### src/rtl/tft_timing_gen.sv
module tft_timing_gen #(
  parameter int DIV_W = 10,
  parameter int PW    = 8,
  parameter int HW    = 11,
  parameter int VW    = 11
) (
  input  logic             clk,
  input  logic             rst_n,
  input  logic             run,
  input  logic [DIV_W-1:0] clk_div,
  input  logic [PW-1:0]    h_sw,
  input  logic [PW-1:0]    h_bp,
  input  logic [HW-1:0]    h_act,
  input  logic [PW-1:0]    h_fp,
  input  logic [PW-1:0]    v_sw,
  input  logic [PW-1:0]    v_bp,
  input  logic [VW-1:0]    v_act,
  input  logic [PW-1:0]    v_fp,
  input  logic             hs_inv,
  input  logic             vs_inv,
  output logic             pix_ce,
  output logic             hsync,
  output logic             vsync,
  output logic             de,
  output logic [HW-1:0]    col,
  output logic [VW-1:0]    row
);
  localparam int CW  = DIV_W + 1;
  localparam int HCW = ((HW > PW) ? HW : PW) + 2;
  localparam int VCW = ((VW > PW) ? VW : PW) + 2;

  logic           running;
  logic [CW-1:0]  dcnt;
  logic [HCW-1:0] hcnt, h_last, h_start, h_end;
  logic [VCW-1:0] vcnt, v_last, v_start, v_end;
  logic           h_on, v_on;

  wire [CW-1:0] d_last = {clk_div, 1'b1};

  assign h_start = HCW'(h_sw) + HCW'(h_bp) + HCW'(2);
  assign h_end   = h_start + HCW'(h_act);
  assign h_last  = h_end + HCW'(h_fp) + HCW'(1);
  assign v_start = VCW'(v_sw) + VCW'(v_bp) + VCW'(2);
  assign v_end   = v_start + VCW'(v_act);
  assign v_last  = v_end + VCW'(v_fp) + VCW'(1);

  assign pix_ce = running && (dcnt == d_last);

  always_ff @(posedge clk or negedge rst_n) begin
    if (!rst_n) begin
      running <= 1'b0;
      dcnt    <= '0;
      hcnt    <= '0;
      vcnt    <= '0;
    end else if (!run) begin
      running <= 1'b0;
      dcnt    <= '0;
      hcnt    <= '0;
      vcnt    <= '0;
    end else begin
      running <= 1'b1;
      if (running) dcnt <= pix_ce ? '0 : dcnt + CW'(1);
      if (pix_ce) begin
        if (hcnt >= h_last) begin
          hcnt <= '0;
          vcnt <= (vcnt >= v_last) ? '0 : vcnt + VCW'(1);
        end else begin
          hcnt <= hcnt + HCW'(1);
        end
      end
    end
  end

  assign h_on  = (hcnt >= h_start) && (hcnt <= h_end);
  assign v_on  = (vcnt >= v_start) && (vcnt <= v_end);
  assign hsync = (running && (hcnt <= HCW'(h_sw))) ^ hs_inv;
  assign vsync = (running && (vcnt <= VCW'(v_sw))) ^ vs_inv;
  assign de    = running && h_on && v_on;
  assign col   = de ? HW'(hcnt - h_start) : '0;
  assign row   = de ? VW'(vcnt - v_start) : '0;
endmodule

### config.mk
export PLATFORM = sky130hd
export DESIGN_NAME = tft_timing_gen
export DESIGN_NICKNAME = d
export VERILOG_FILES = /design/src/rtl/tft_timing_gen.sv
export SDC_FILE = /design/constraint.sdc
export NUM_CORES = 1
export LEC_CHECK = 0
export ABC_AREA = 1
export BUFFER_PORTS_ARGS = -buffer_cell sky130_fd_sc_hd__buf_2
export CAP_MARGIN = 20
export CELL_PAD_IN_SITES_DETAIL_PLACEMENT = 2
export CELL_PAD_IN_SITES_GLOBAL_PLACEMENT = 2
export CORE_ASPECT_RATIO = 1.5
export CORE_MARGIN = 1
export CORE_UTILIZATION = 32
export DETAILED_ROUTE_END_ITERATION = 10
export GPL_ROUTABILITY_DRIVEN = 0
export PLACE_DENSITY = 0.88
export SLEW_MARGIN = 20
export SYNTH_ARGS = -nofsm -noshare
export SYNTH_HDL_FRONTEND = slang
export SYNTH_SLANG_ARGS = --single-unit
### constraint.sdc
create_clock -name clk -period 5.9 [get_ports clk]
set_clock_uncertainty 0.1 [all_clocks]
set_input_delay 0.59 -clock clk [delete_from_list [all_inputs] [get_ports clk]]
set_output_delay 0.59 -clock clk [all_outputs]
set_load 0.005 [all_outputs]
==> flow_summary.yaml, run 1 <==
routing:
  dr.pass1.iters: 4
  routed_wl_um: 39200
  viasPerCell: 5.35
  wire_per_inst_um: 21.1
  drt_iter0_drc: 262
  route.vias.total: 9943
  drc: 0
  ant_nets: 0
power_and_ir_drop:
  p_leak_nw: 5.84
  vdd_drop_max_mv: 0.183
  power_density_mw_per_mm2: 273
  p_total_mw: 2.83
setup_path:
  end_kind: "primary output"
  cp-start-kind: "primary input"
  crit_required_ns: 5.21
  ff2ff_path_depth: 9
  critical_path.endpoint: "row[4]"
  rr_startpoint: "hcnt[1]$_DFFE_PN0P_"
  critPathBufInv: 11
  path_class: "primary input to primary output"
  crit_arrival_ns: 5.24
  critPathMaxStageDelay_ns: 0.44
  crit_fanout: 7
  critPathMostFrequentCell: "inv_1"
  path_delay_family: "simple AND/OR/NAND/NOR gates"
  r2r_end: "hcnt[10]$_DFFE_PN0P_"
  worstSetupStartpoint: "h_sw[1]"
  rrSetupSlack_ns: 3.27
  crit_slowest_cell: "fa_2"
  worst-path-stages: 34
synthesis:
  netlist.area_leader.share_pct: 23.2
  syn_area_mm2: 0.00848
  syn_avg_cell_area_um2: 6.13
  synth.distinct_cells: 41
  ys_seq_area_share_pct: 11.2
  ys_ff_latch: 38
  yosys.area.top_type: "ha_1"
  synthFlopType: "dfrtp_1"
  synthArstFlopShare_pct: 100
  synth_edf_count: 0
  synth_commonest_cells: "nand2_1 (431), inv_1 (236), ha_1 (157)"
  synth_area_leaders: "ha_1 (23%), nand2_1 (19%), dfrtp_1 (11%)"
  syn_inst: 1383
  ys_warn_count: 0
  yosys.cell_count.top_type: "nand2_1"
global_routing:
  grt_usage_pct: 25.5
  grt_pass1_vias: 11169
  grt_pass1_wl_um: 54600
  antenna_found_initial: 0
  grt_max_degree: 39
  grt_overflow: 0
sta:
  setup_viol: 4
  finalMaxSlewViolations: 0
  fin_crit_ns: 5.93
  relSlewSlack_pct: 36.1
  layout_setup_ws_ns: -0.0350
  timing.fmax_mhz: 168
  min_period_over_period_pct: 101
  worstMarginPinSlew_ns: 0.959
  worst_hold_slack_ns: 0.357
  final-hold-violation-count: 0
floorplanning:
  rows: 72
  die_w_um: 135
  die_area_mm2: 0.0272
  top_level_ports: 111
  initial_core_util_pct: 32.7
  die_h_um: 201
  core_mm2: 0.0259
clock_network:
  numCtsBuffers: 5
  cts.clk_slew.worst_paths_ns: 0.06
  ctsHtreeMaxLevel: 2
  cts_root_buffer: "clkbuf_16"
  cts_tree: "yes"
  cts_sinks: 38
  cts_buffer_depth: 2
  clk_latency_ns: 0.29
job:
  drv_cap: 0
final_layout:
  final_util_pct: 40.0
  antenna_cells: 0
  fillers: 3201
  area_growth_pct: 22.5
  layout-drive-gt1-share_pct: 18.0
  nNetsFinal: 1777
status:
  status: "complete, but fails checks"
  violations: "negative setup slack"
placement:
  hpwlAfterDp_um: 29100
  port_buffers: 110
worst_hold_path:
  hp-class: "primary input to asynchronous set/reset pin"
-- flip-flops by register name (all words and copies together), names as in the netlist --
name,count
dcnt,11
hcnt,13
running,1
vcnt,13
-- kinds of logic (layout without fill, tap and decap cells) --
| group | Yosys count | in the layout | share of synthesized area [%] |
|---|---|---|---|
| AOI/OAI and AO/OA | 115 | 115 | 7.35 |
| buffers and inverters | 254 | 395 | 11.9 |
| other | 1 | 2 | 0.0442 |
| xor gates and xnor gates | 63 | 63 | 6.51 |
| and+or+nand+nor | 747 | 748 | 37.9 |
| DFF | 38 | 38 | 11.2 |
| adders and majority gates | 165 | 165 | 25.1 |
-- stage by stage --
| step | cells | instance area, um2 | worst slack, ns | TNS [ns] |
|---|---|---|---|---|
| finish | 1859 | 10400 | -0.0350 | -0.0751 |
| global route | 1859 | 10400 | -0.330 | -11.33 |
| CTS | 1847 | 9810 | 0.0274 | 0 |
| detailed placement | 1839 | 9570 | -0.531 | -14.00 |
| global placement | 1839 | 9570 | -0.198 | -3.91 |
| floorplan | 1384 | 8480 | 0.738 | 0 |
-- cells in the final DEF, fill, tap and decap left out, types with 34 or more instances in the layout --
cell type  count
nor2_1       102
dfrtp_1       38
buf_2        110
inv_1        236
a21oi_1       51
buf_4         34
nand3_1       85
nand2_1      415
ha_1         141
-- where the power goes --
part | switching, mW | internal, mW | leakage [nW]
sequential | 0.0301 | 0.269 | 0.523
clock | 0.109 | 0.164 | 0.0688
combinational | 1.40 | 0.862 | 5.25
total | 1.54 | 1.29 | 5.84
-- routing by layer --
| layer | track usage, % | share of wire [%] |
|---|---|---|
| met3 | 2.37 | 2.3 |
| met1 | 22.7 | 34 |
| met2 | 53.1 | 58 |
| met5 | 0 | 0 |
| met4 | 15.2 | 6.0 |
-- what timing repair did --
action | in CTS | in global routing
setup endpoints to repair | 48 | 49
cloned | 0 | 3
gates resized for setup | 17 | 98
pin swaps | 2 | 30
hold buffers | 0 | 0
setup buffers | 2 | 9
-- worst min path at each step --
stage / from / to / slack [ns] / cells past startpoint
after global placement: vcnt[0]$_DFFE_PN0P_ / vcnt[0]$_DFFE_PN0P_ / 0.42 / 2
after detailed placement: vcnt[0]$_DFFE_PN0P_ / vcnt[0]$_DFFE_PN0P_ / 0.43 / 2
final: rst_n / hcnt[10]$_DFFE_PN0P_ / 0.36 / 1
after global routing: rst_n / hcnt[10]$_DFFE_PN0P_ / 0.39 / 1
after CTS: rst_n / dcnt[2]$_DFFE_PN0P_ / 0.37 / 1
after floorplan: rst_n / dcnt[0]$_DFFE_PN0P_ / 0.19 / 0
-- area by class of cell --
type                    instances  area (um2)  area share (%)
repair buffers                150         936            9.02
multi-input cells            1093        7040            67.8
inverters                     239         897            8.64
well taps                     333         417            4.01
clock buffers                   6         139            1.34
flip-flops and latches         38         951            9.16
(Power assumes the default switching activity.)
==> run 2: changes to the inputs <==
--- a/config.mk
+++ b/config.mk
@@ -6,16 +6,16 @@
 export NUM_CORES = 1
 export LEC_CHECK = 0
 export ABC_AREA = 1
-export BUFFER_PORTS_ARGS = -buffer_cell sky130_fd_sc_hd__buf_2
 export CAP_MARGIN = 20
 export CELL_PAD_IN_SITES_DETAIL_PLACEMENT = 2
 export CELL_PAD_IN_SITES_GLOBAL_PLACEMENT = 2
 export CORE_ASPECT_RATIO = 1.5
 export CORE_MARGIN = 1
-export CORE_UTILIZATION = 32
+export CORE_UTILIZATION = 36
 export DETAILED_ROUTE_END_ITERATION = 10
+export DONT_BUFFER_PORTS = 1
 export GPL_ROUTABILITY_DRIVEN = 0
-export PLACE_DENSITY = 0.88
+export PLACE_DENSITY = 0.89
 export SLEW_MARGIN = 20
 export SYNTH_ARGS = -nofsm -noshare
 export SYNTH_HDL_FRONTEND = slang
==> run 2 against run 1 <==
The flow now finishes without violations. Critical path depth shrank 2. Sequential cell count unchanged. Count of clock-buffer cells in the layout rose by 1. Final area decreased by 8.1%. Non-clock buffer count decreased by 115. Fmax increased by 5.1%. Die area decreased by 11%. Routed wire length is 9.8% lower. Worst hold slack lost 0.31 ns. Register-to-register slack improved by 0.04 ns. Final cell count down 7.1%. Total power fell by 6.9%. Largest power group unchanged. Highest routed layer unchanged.
==> flow_summary.yaml, run 2 (synthesized netlist as in run 1, its figures left out) <==
status:
  status: "finished, final reports clean"
final_layout:
  layout-drive-gt1-share_pct: 8.78
  final_area_mm2: 0.00954
  area_growth_pct: 12.5
  nNetsFinal: 1661
  largestRegisters: "hcnt: 13 flops, vcnt: 13 flops, dcnt: 11 flops"
  final_common_cell: "nand2_1"
  final_cell_mix: "nand2_1 (425), inv_1 (236), ha_1 (149), nor2_1 (106), nand3_1 (85)"
  fillers: 2884
  antenna_cells: 0
clock_network:
  cts.clk_slew.worst_paths_ns: 0.06
  ctsHtreeMaxLevel: 2
  cts_root_buffer: "clkbuf_16"
  numCtsBuffers: 5
  clk_latency_ns: 0.29
  cts_tree: "yes"
  cts_sinks: 38
  cts_buffer_depth: 2
global_routing:
  grt_pass1_vias: 10754
  grt_max_degree: 39
  antenna_found_initial: 0
  grt_usage_pct: 28.5
  grt_overflow: 0
  grt_pass1_wl_um: 53900
floorplanning:
  rows: 68
  core_mm2: 0.0231
  die_area_mm2: 0.0242
  die_w_um: 127
  die_h_um: 190
  top_level_ports: 111
  initial_core_util_pct: 36.8
power_and_ir_drop:
  vdd_drop_max_mv: 0.138
  p_total_mw: 2.64
  power.share.sequential_pct: 11.3
  power.switching_mw: 1.43
  p_leak_nw: 5.30
  power_density_mw_per_mm2: 276
  p_int_mw: 1.20
  switching_share_pct: 54.4
  pwr-share-clk_pct: 10.5
  p_comb_share_pct: 78.2
routing:
  dr.pass1.iters: 4
  drc: 0
  viasPerCell: 5.45
  drt_iter0_drc: 215
  routed_wl_um: 35400
  route.vias.total: 9407
  ant_nets: 0
  wire_per_inst_um: 20.5
setup_path:
  critPathMaxStageDelay_ns: 0.42
  path_class: "primary input to primary output"
  end_kind: "primary output"
  crit_required_ns: 5.21
  critPathMostFrequentCell: "nand2_1"
  crit_slowest_cell: "fa_1"
  cp-start-kind: "primary input"
  crit_arrival_ns: 4.96
  crit_fanout: 22
sta:
  rsz0062_at_grt: "true"
  relSlewSlack_pct: 56.7
  fin_crit_ns: 5.65
  worstMarginPinSlew_ns: 0.647
  min_period_over_period_pct: 95.8
  timing.fmax_mhz: 177
  final-hold-violation-count: 0
  finalMaxSlewViolations: 0
  finalSetupTns_ns: 0
  setup_viol: 0
placement:
  hpwlAfterDp_um: 29200
  dpl-instance-area_mm2: 0.00898
  port_buffers: 0
job:
  drv_cap: 0
worst_hold_path:
  hp-class: "primary input to asynchronous set/reset pin"
==> run 2: area by class of cell <==
cell class / count / area, um2 / area share, %
flip-flops and latches: 38 / 951 / 9.97
clock inverters: 1 / 5.00 / 0.0525
repair buffers: 35 / 330 / 3.46
clock buffers: 7 / 143 / 1.50
multi-input cells: 1092 / 6820 / 71.5
inverters: 239 / 897 / 9.41
well taps: 315 / 394 / 4.13
==> run 2: timing repair <==
action	4_1_cts	5_1_grt
setup endpoints to repair	33	49
cloned	0	1
pin swaps	2	8
hold buffers	1	0
resized for setup	3	61
hold endpoints to repair	38	0
buffers inserted	2	6
==> run 2: through the flow <==
stage | hold slack [ns] | instances | utilization [%] | setup WS [ns]
3_5_place_dp | 0.196 | 1709 | 38.9 | -0.590
4_1_cts | 0.0488 | 1720 | 39.9 | 0.00740
5_1_grt | 0.0585 | 1727 | 41.4 | -0.0912
2_1_floorplan | 0.194 | 1384 | - | 0.738
6_report | 0.0435 | 1727 | 41.4 | 0.251
3_3_place_gp | 0.196 | 1709 | 38.9 | -0.107
==> run 2: final timing paths <==
check / slack (ns) / cells after the start / end / start
setup / recovery: 0.25 / 32 / col[5] / v_sw[1]
hold / removal: 0.04 / 1 / dcnt[2]$_DFFE_PN0P_ / rst_n
setup reg to reg: 3.31 / 9 / vcnt[10]$_DFFE_PN0P_ / running$_DFF_PN0_
hold reg to reg: 0.49 / 2 / vcnt[0]$_DFFE_PN0P_ / vcnt[0]$_DFFE_PN0P_
max in group asynchronous: 5.45 / 1 / vcnt[2]$_DFFE_PN0P_ / rst_n
min in group clk: 0.23 / 0 / running$_DFF_PN0_ / run
==> run 2: critical path, delay by kind of cell <==
family,cells,cell delay [ns]
fa+ha+maj,5,1.49
simple gates,15,1.46
buf+inv,9,0.88
compound gates,3,0.50
==> run 2: power by group through the flow <==
stage | clock, mW | combinational (mW) | sequential, mW
2_1_floorplan | 0 | 1.33 | 0.286
3_5_place_dp | 0 | 1.88 | 0.301
5_1_grt | 0.287 | 2.30 | 0.299
4_1_cts | 0.279 | 1.92 | 0.297
6_report | 0.276 | 2.06 | 0.298
3_3_place_gp | 0 | 1.72 | 0.300
==> run 2: layer usage <==
layer	GRT usage, %	vias to the layer above	wire length (um)
met3	2.42	108	811
li1	-	4464	-
met5	0	-	0
met1	25.7	4644	12200
met4	15.8	0	2220
met2	60.0	191	20100
